## src/rtl/modinv_pkg.sv

```systemverilog
`timescale 1ns/1ps
package modinv_pkg;
  typedef enum logic [2:0] {
    ST_IDLE    = 3'd0,
    ST_SQ_GO   = 3'd1,
    ST_SQ_WAIT = 3'd2,
    ST_ML_GO   = 3'd3,
    ST_ML_WAIT = 3'd4,
    ST_FIN     = 3'd5
  } inv_state_t;
endpackage

```

## src/rtl/modinv_rst_sync.sv

```systemverilog
`timescale 1ns/1ps
module modinv_rst_sync (
  input  logic clk,
  input  logic rst_n,
  output logic rst_sync_n
);
  logic [1:0] sync_q;

  always_ff @(posedge clk or negedge rst_n) begin
    if (!rst_n) sync_q <= 2'b00;
    else        sync_q <= {sync_q[0], 1'b1};
  end

  assign rst_sync_n = sync_q[1];
endmodule

```

## src/rtl/modinv_exp_sub.sv

```systemverilog
`timescale 1ns/1ps
// Forms p - 2 one word at a time, rippling the borrow upward.
module modinv_exp_sub #(
  parameter int W      = 16,
  parameter int WORD_W = 8
) (
  input  logic [W-1:0] mod_i,
  output logic [W-1:0] exp_o
);
  localparam int NWORDS = W / WORD_W;

  logic [NWORDS-1:0] borrow_in;
  assign borrow_in[0] = 1'b0;

  for (genvar i = 0; i < NWORDS; i++) begin : g_word
    localparam logic [WORD_W-1:0] SUBV = (i == 0) ? WORD_W'(2) : '0;
    logic [WORD_W-1:0] a_w;
    assign a_w = mod_i[i*WORD_W +: WORD_W];
    if (i < NWORDS - 1) begin : g_mid
      logic [WORD_W:0] t;
      assign t = {1'b0, a_w} - {1'b0, SUBV} - {{WORD_W{1'b0}}, borrow_in[i]};
      assign exp_o[i*WORD_W +: WORD_W] = t[WORD_W-1:0];
      assign borrow_in[i+1] = t[WORD_W];
    end else begin : g_top
      assign exp_o[i*WORD_W +: WORD_W] = a_w - SUBV - {{(WORD_W-1){1'b0}}, borrow_in[i]};
    end
  end
endmodule

```

## src/rtl/modinv_exp_sched.sv

```systemverilog
`timescale 1ns/1ps
// Holds the exponent and walks it from the top bit down.
module modinv_exp_sched #(
  parameter int W = 16
) (
  input  logic         clk,
  input  logic         rst_n,
  input  logic         load_i,
  input  logic         adv_i,
  input  logic [W-1:0] exp_i,
  output logic         bit_o,
  output logic         last_o
);
  localparam int CNT_W = $clog2(W);

  logic [W-1:0]     exp_q, exp_d;
  logic [CNT_W-1:0] cnt_q, cnt_d;
  logic             en;

  always_comb begin
    en    = load_i | adv_i;
    exp_d = exp_q;
    cnt_d = cnt_q;
    if (load_i) begin
      exp_d = exp_i;
      cnt_d = CNT_W'(W - 1);
    end else if (adv_i) begin
      exp_d = {exp_q[W-2:0], 1'b0};
      cnt_d = cnt_q - CNT_W'(1);
    end
  end

  always_ff @(posedge clk or negedge rst_n) begin
    if (!rst_n) begin
      exp_q <= '0;
      cnt_q <= '0;
    end else if (en) begin
      exp_q <= exp_d;
      cnt_q <= cnt_d;
    end
  end

  assign bit_o  = exp_q[W-1];
  assign last_o = (cnt_q == '0);
endmodule

```

## src/rtl/modinv_fermat.sv

```systemverilog
`timescale 1ns/1ps
module modinv_fermat
  import modinv_pkg::*;
#(
  parameter int W      = 16,
  parameter int WORD_W = 8
) (
  input  logic         clk,
  input  logic         rst_n,
  input  logic         start_i,
  input  logic [W-1:0] operand_i,
  input  logic [W-1:0] modulus_i,
  input  logic [W-1:0] mont_one_i,
  output logic         mul_start_o,
  output logic [W-1:0] mul_a_o,
  output logic [W-1:0] mul_b_o,
  input  logic         mul_done_i,
  input  logic [W-1:0] mul_res_i,
  output logic         done_o,
  output logic [W-1:0] result_o
);
  logic rst_s_n;
  inv_state_t state_q, state_d;
  logic [W-1:0] acc_q, acc_d, opnd_q, opnd_d, exp_val;
  logic acc_en, opnd_en, exp_load, exp_adv, cur_bit, last_bit;

  modinv_rst_sync u_rst (
    .clk        (clk),
    .rst_n      (rst_n),
    .rst_sync_n (rst_s_n)
  );

  modinv_exp_sub #(.W(W), .WORD_W(WORD_W)) u_sub (
    .mod_i (modulus_i),
    .exp_o (exp_val)
  );

  modinv_exp_sched #(.W(W)) u_sched (
    .clk    (clk),
    .rst_n  (rst_s_n),
    .load_i (exp_load),
    .adv_i  (exp_adv),
    .exp_i  (exp_val),
    .bit_o  (cur_bit),
    .last_o (last_bit)
  );

  // Next-state logic
  always_comb begin
    state_d     = state_q;
    acc_d       = acc_q;
    opnd_d      = opnd_q;
    acc_en      = 1'b0;
    opnd_en     = 1'b0;
    exp_load    = 1'b0;
    exp_adv     = 1'b0;
    mul_start_o = 1'b0;
    done_o      = 1'b0;
    unique case (state_q)
      ST_IDLE: begin
        if (start_i) begin
          acc_d    = mont_one_i;
          acc_en   = 1'b1;
          opnd_d   = operand_i;
          opnd_en  = 1'b1;
          exp_load = 1'b1;
          state_d  = ST_SQ_GO;
        end
      end
      ST_SQ_GO: begin
        mul_start_o = 1'b1;
        state_d     = ST_SQ_WAIT;
      end
      ST_SQ_WAIT: begin
        if (mul_done_i) begin
          acc_d  = mul_res_i;
          acc_en = 1'b1;
          if (cur_bit)       state_d = ST_ML_GO;
          else if (last_bit) state_d = ST_FIN;
          else begin
            exp_adv = 1'b1;
            state_d = ST_SQ_GO;
          end
        end
      end
      ST_ML_GO: begin
        mul_start_o = 1'b1;
        state_d     = ST_ML_WAIT;
      end
      ST_ML_WAIT: begin
        if (mul_done_i) begin
          acc_d  = mul_res_i;
          acc_en = 1'b1;
          if (last_bit) state_d = ST_FIN;
          else begin
            exp_adv = 1'b1;
            state_d = ST_SQ_GO;
          end
        end
      end
      ST_FIN: begin
        done_o  = 1'b1;
        state_d = ST_IDLE;
      end
      default: state_d = ST_IDLE;
    endcase
  end

  // Registers
  always_ff @(posedge clk or negedge rst_s_n) begin
    if (!rst_s_n) begin
      state_q <= ST_IDLE;
      acc_q   <= '0;
      opnd_q  <= '0;
    end else begin
      state_q <= state_d;
      if (acc_en)  acc_q  <= acc_d;
      if (opnd_en) opnd_q <= opnd_d;
    end
  end

  assign mul_a_o  = acc_q;
  assign mul_b_o  = (state_q == ST_ML_GO || state_q == ST_ML_WAIT) ? opnd_q : acc_q;
  assign result_o = acc_q;
endmodule

```

## config.mk

```make
export PLATFORM = sky130hd
export DESIGN_NAME = modinv_fermat
export DESIGN_NICKNAME = d
export VERILOG_FILES = /design/src/rtl/modinv_pkg.sv /design/src/rtl/modinv_rst_sync.sv /design/src/rtl/modinv_exp_sub.sv /design/src/rtl/modinv_exp_sched.sv /design/src/rtl/modinv_fermat.sv
export SDC_FILE = /design/constraint.sdc
export NUM_CORES = 1
export LEC_CHECK = 0
export ABC_AREA = 1
export BUFFER_PORTS_ARGS = -buffer_cell sky130_fd_sc_hd__buf_2
export CORE_MARGIN = 4
export CORE_UTILIZATION = 35
export DETAILED_ROUTE_END_ITERATION = 6
export GPL_TIMING_DRIVEN = 1
export PLACE_DENSITY_LB_ADDON = 0.25
export SLEW_MARGIN = 30
export SYNTH_ARGS = -nofsm -noshare
export SYNTH_HDL_FRONTEND = slang
export SYNTH_HIERARCHICAL = 1
export SYNTH_SLANG_ARGS = --single-unit
```

## constraint.sdc

```tcl
create_clock -name clk -period 2.2 [get_ports clk]
set_clock_uncertainty 0.05 [all_clocks]
set_input_delay 0.11 -clock clk [delete_from_list [all_inputs] [get_ports clk]]
set_output_delay 0.11 -clock clk [all_outputs]
set_load 0.01 [all_outputs]
```

Yosys cells after proc, flatten, opt, wreduce, memory -nomap -nowiden
Cells that the tools add are included.
- register bits after elaboration: 57
- output and inout port bits: 50
- word-level logic and storage cells: 55
- add/subtract/negate cells: 3
- eq/ne operators: 9
- mux-type cells: 25
- bitwise gates (word level): 1
- reduce and logical (&&, ||, !) cells: 11
- operator list (operator ; number):
    $mux W16 ; 5
    $pmux W16 S2 ; 1
    $mux W3 ; 5
    $pmux W3 S5 ; 1
    $mux W1 ; 9
    $sub A8 B2 Y9 const B ; 1
    $mux W4 ; 2
    $sub A8 B1 Y8 ; 1
    $eq A3 B2 Y1 const B ; 2
    $eq A3 B3 Y1 const B ; 2
    $ne A2 B2 Y1 const B ; 3
    $reduce_and A3 Y1 ; 2
    $logic_not A4 Y1 ; 1
    $pmux W1 S2 ; 2
    $reduce_and A4 Y1 ; 1
    $reduce_bool A2 Y1 ; 2
    $reduce_or A2 Y1 ; 2
    $sub A4 B1 Y4 const B ; 1
    $eq A3 B1 Y1 const B ; 1
    $logic_not A3 Y1 ; 1
    $ne A2 B1 Y1 const B ; 1
    $reduce_and A2 Y1 ; 1
    $logic_or A1 B1 Y1 ; 1
    $or A1 B1 Y1 ; 1

Longest topological paths before layout
- word-level depth: 7
- depth in mapped cells: 13

Modules after synthesis
Netlist, hierarchy kept.
- modules (own cells, without submodules) (module ; times used ; cells an instance ; area each (µm²)):
    modinv_fermat ; 1 ; 297 ; 2134.5
    modinv_exp_sched ; 1 ; 108 ; 947.2
    modinv_exp_sub ; 1 ; 61 ; 314.1
    modinv_rst_sync ; 1 ; 3 ; 53.8

Least setup slack after synthesis
No wires, ideal clock.
- kind: register to register
- start point: register state_q[1]
- end point: register u_sched.exp_q[15]
- setup time: 0.124 ns
- arrival: 1.758 ns
- required time: 2.026 ns
- setup slack: 0.268 ns
- cell stages (with the launch flop): 12
- path buffers: 3
- cell sequence: dfrtp_1 > buf_4 > o21ai_4 > nand3_4 > buf_4 > nor2_1 > inv_2 > nand2_4 > inv_4 > buf_6 > nand2_1 > nand3_1
- longest elaborated chain between the ends: 4
- elaborated cells between the ends (all ways): 9
- classes of those cells: 2 x eq/ne; 3 x mux; 1 x bitwise; 3 x reduce/logical
- ends and longest elaborated chain (item ; RTL line ; text):
    start, declared ; modinv_fermat.sv:23 ; inv_state_t state_q, state_d;
    start signal, assigned ; modinv_fermat.sv:116 ; state_q <= state_d;
    $eq A3 B3 Y1 / $eq A3 B2 Y1 (equally long branches) ; modinv_fermat.sv:59 ; unique case (state_q)
    $pmux W1 S2 (*) ; modinv_fermat.sv:59 ;
    via exp_adv ; modinv_fermat.sv:25 ; logic acc_en, opnd_en, exp_load, exp_adv, cur_bit, last_bit;
    $reduce_bool A2 Y1 (no source line) / $or A1 B1 Y1 (equally long branches) ; - ;
    $reduce_and A2 Y1 (no source line) (*) ; - ;
    end signal, assigned ; modinv_exp_sched.sv:38 ; exp_q <= exp_d;
    end, declared ; modinv_exp_sched.sv:16 ; logic [W-1:0] exp_q, exp_d;
The timed path passes the listed nets; every way through them passes the cells marked *.
A chain may end at the register's enable or synchronous reset.

Worst setup path in the final report
- start point: register state_q[0]
- end point: output port mul_b_o[14]
- longest elaborated chain between the ends: 3
- elaborated cells between the ends (all ways): 4
- classes of those cells: 2 x eq/ne; 1 x mux; 1 x reduce/logical
- ends and longest elaborated chain (item ; RTL line ; text):
    $eq A3 B2 Y1 / $eq A3 B3 Y1 (equally long branches) ; modinv_fermat.sv:123 ; assign mul_b_o = (state_q == ST_ML_GO || state_q == ST_ML_WAIT) ? opnd_q : acc_q;
    $logic_or A1 B1 Y1 (*) ; modinv_fermat.sv:123 ;
    $mux W16 (*) ; modinv_fermat.sv:123 ;
    end, declared ; modinv_fermat.sv:16 ; output logic [W-1:0] mul_b_o,
Mark *: on every way between the ends. The rest lies on a longest branch, timed or not.

==> key figures <==
Die
  – Initial Utilization: 36.6%
  – Total core area: 0.00942 mm2
  – Ports: 118
  – Total Die Area: 0.0115 mm2
  – Chip Width: 107 um
  – Die Ht: 107 um
  – Placement Rows: 35

Worst setup path
  – Worst-path cell with the longest stage delay: dfrtp_1
  – Kind of start point of the critical path: register
  – Worst R2R Start: state_q[2]
  – Number of cells on the critical path: 7
  – Delay of the slowest cell on the worst path: 500 ps
  – Crit path capture: mul_b_o[14]
  – Cell repeated most along the worst path: nand2_1
  – Req. time, crit path: 2040 ps
  – Nature of the critical path endpoint: output pin
  – Worst path top cell family by delay: simple AND/OR/NAND/NOR gates
  – Crit-path cells: inv_2, nor2_2, nand2_2, nand2_8, nand2_1, nand2_1, buf_2
  – Critical Setup Path Class: reg2out
  – Flop2flop setup slack: 310 ps
  – Worst path bufs/invs: 2
  – Critical path data arrival time: 1880 ps
  – Destination of the worst register-to-register timing path: u_sched/exp_q[1]
  – Critical path launch point: state_q[0]
  – Highest fanout seen on the critical path: 18
  – FF-to-FF path depth: 9

Final layout
  – Net count of the finished layout: 656
  – Antenna diodes: 0
  – Layout Area Growth over Synthesis: 28.0%
  – Seq. cell area: 0.00143 mm2
  – Share of cells above drive strength 1: 28.5%
  – Post-route design area: 0.00441 mm2
  – Final-layout fill cell count: 986
  – Multi-input gate area in the final layout: 0.00163 mm2

Logic synthesis
  – Share of flip-flops with an asynchronous set or reset after synthesis: 100%
  – Combined area of all synthesized cells: 0.00345 mm2
  – Post-Synthesis Net Count: 541
  – Leading post-synthesis cells by cell area: dfrtp_1 (41%), nand2_1 (22%), nand3_1 (13%)
  – Most frequent cells after synthesis: nand2_1 (199), nand3_1 (88), dfrtp_1 (57), inv_1 (24), buf_4 (21)
  – Cell taking the most area after synthesis: dfrtp_1
  – Share of Yosys cell area claimed by the top area cell type: 41.3%
  – Synth Flop Type: dfrtp_1
  – Leading cell type by number of instances after synthesis: nand2_1
  – Average cell area after synthesis: 7.36 um2
  – Post-synth EDFFs: 0
  – Flop and latch count out of synthesis: 57
  – Sequential-to-total area share from yosys stat: 41.3%
  – Number of distinct standard cells referenced by the synthesized netlist: 32
  – Gate Count Post-Synth: 469
  – Number of warnings printed during yosys synthesis: 6

Place
  – Global placer's final weighted congestion: 0.776
  – Number of port buffers: 117
  – Sum of net half-perimeters after detailed placement: 6840 um
  – Placement-stage cell area: 0.00398 mm2

Route
  – Overall via count from detail_route: 3370
  – Detailed-routed wire length on met2: 4450 um
  – Number of nets still failing antenna checks after routing: 0
  – Drt wl/cell: 13.1 um
  – Initial DRT Pass Iterations: 4
  – DRT iter0 DRCs: 139
  – Routed via count divided by cell count: 4.69
  – Wirelength, routed: 9380 um
  – Detail Route met3 WL: 575 um
  – Post-route DRC violation count: 0
  – Metal1 wirelength: 4080 um
  – Highest metal layer with signal wires: met4

Job
  – Number of max-capacitance violations reported: 0

Power
  – Power per cell area: 1340 mW/mm2
  – Total leakage power: 2.47 nW
  – Peak supply drop: 438 uV

GRT
  – Total gr overflow: 0
  – Via count of the first global-routing pass: 3273
  – First-pass GRT wire length: 15200 um
  – Global routing usage summed across all routing layers: 16.5%
  – Pin count of the biggest net entering global routing: 34
  – Antenna violations before repair: 0

Clock network
  – CTS tree: built
  – Buffer depth of the longest clock path: 2
  – Post-CTS setup buffer count: 0
  – Clock insertion delay at the later pin of the skew report: 330 ps
  – Number of buffers inserted during clock tree synthesis: 9
  – Library cell used as clock root buffer: clkbuf_8
  – Number of H-tree levels: 3
  – TritonCTS sink count: 57
  – Clock-pin transition on the worst setup and hold timing paths: 60 ps

STA
  – Worst-Margin Slew: 562 ps
  – Setup repair after global routing missed its margin: no
  – Final setup violation count: 0
  – Highest Clock Rate: 489 MHz
  – TNS Setup: 0 ps
  – Max transition margin: 62.5%
  – Fin crit share: 92.9%
  – Post-layout min period: 2040 ps
  – Slew Limit Fails: 0
  – Final hold violation count: 0

Status
  – Result of the run: complete, no violations

Hold path
  – Type of the tightest min-delay check: in2async
-- power by group --
part	internal, mW	switching (mW)	total, mW	leakage, nW
Combinational	1.04	1.73	2.77	1.65
Sequential	1.52	0.426	1.95	0.693
Clock	0.777	0.411	1.19	0.126
-- registers in the layout, indices dropped and copies added (netlist names) --
signal	count
mul_a_o	16
opnd_q	16
state_q	3
u_rst/sync_q	2
u_sched/cnt_q	4
u_sched/exp_q	16
-- metrics by stage --
| step | total power [mW] | util (%) | setup WS, ps | hold WS [ps] | cells |
|---|---|---|---|---|---|
| 6_report | 5.91 | 46.9 | 157 | 43.1 | 718 |
| 3_3_place_gp | 4.68 | 42.3 | 371 | -155 | 684 |
| 5_1_grt | 6.41 | 46.9 | 17.9 | 44.2 | 718 |
| 4_1_cts | 5.96 | 46.8 | 23.5 | 26.9 | 718 |
| 3_5_place_dp | 4.73 | 42.3 | 291 | -153 | 684 |
| 2_1_floorplan | 3.99 | - | 268 | -236 | 469 |
-- worst min path at each step --
stage / to / slack, ps / cells past startpoint
global placement: u_rst/sync_q[0] / -150 / 1
floorplan: u_rst/sync_q[0] / -240 / 0
finish: u_rst/sync_q[0] / 40 / 2
CTS: u_rst/sync_q[0] / 30 / 2
detailed placement: u_rst/sync_q[0] / -150 / 1
global route: u_rst/sync_q[0] / 40 / 2
-- metal layers --
layer	up-vias	global-route usage [%]
li1	1701	-
met3	20	3.12
met4	0	7.67
met5	-	0
met2	107	27.7
met1	1542	20.4
-- worst register-to-register path: stages (launching register included) --
cell and delay (ps):
dfrtp_1 540, inv_1 190, nand2_4 220, nand3_4 90
nor2_1 270, inv_2 80, nand2_4 110, inv_4 90
nand2_1 70, o211ai_1 70
-- layout make-up --
class                      instances  area share, %
multi-input combinational        345           37.0
tap                              129           3.66
timing repair buffer             141           18.7
clock buffer                      10           3.12
clock inverter                     6           2.38
sequential                        57           32.4
inverter                          30           2.83
-- layout by cell type (no fill, tap or decap), types with 2 or more instances in the layout --
master and n:
nand2_1 199, buf_2 117, nand3_1 88, dfrtp_1 55, inv_1 24, dlygate4sd3_1 18
nor2_1 12, clkbuf_8 10, nand2_2 6, buf_4 5, nand4_1 5, nand2_4 4
ha_1 4, o21ai_1 4, xor2_1 4, inv_2 3, nor2_2 3, bufinv_16 3
clkinv_2 3, nor2_4 2, dfrtp_2 2, inv_6 2, o21ai_0 2
-- cell families (layout without fill, tap and decap cells) --
group / count (synthesis) / after routing / share of synthesized area [%]
adders and majority gates: 4 / 4 / 1.45
other: 1 / 1 / 0.109
xor gates and xnor gates: 4 / 4 / 1.02
buffers and inverters: 67 / 187 / 11.6
DFF: 57 / 57 / 41.3
AOI/OAI and AO/OA: 12 / 12 / 2.79
and+or+nand+nor: 324 / 324 / 41.7
-- timing repair --
item | 4_1_cts | 5_1_grt
hold endpoints to repair | 19 | 0
endpoints found under the setup margin | 0 | 16
hold buffers | 18 | 0
resized for setup | 0 | 2
No activity file was read; power rests on OpenSTA's default activity.
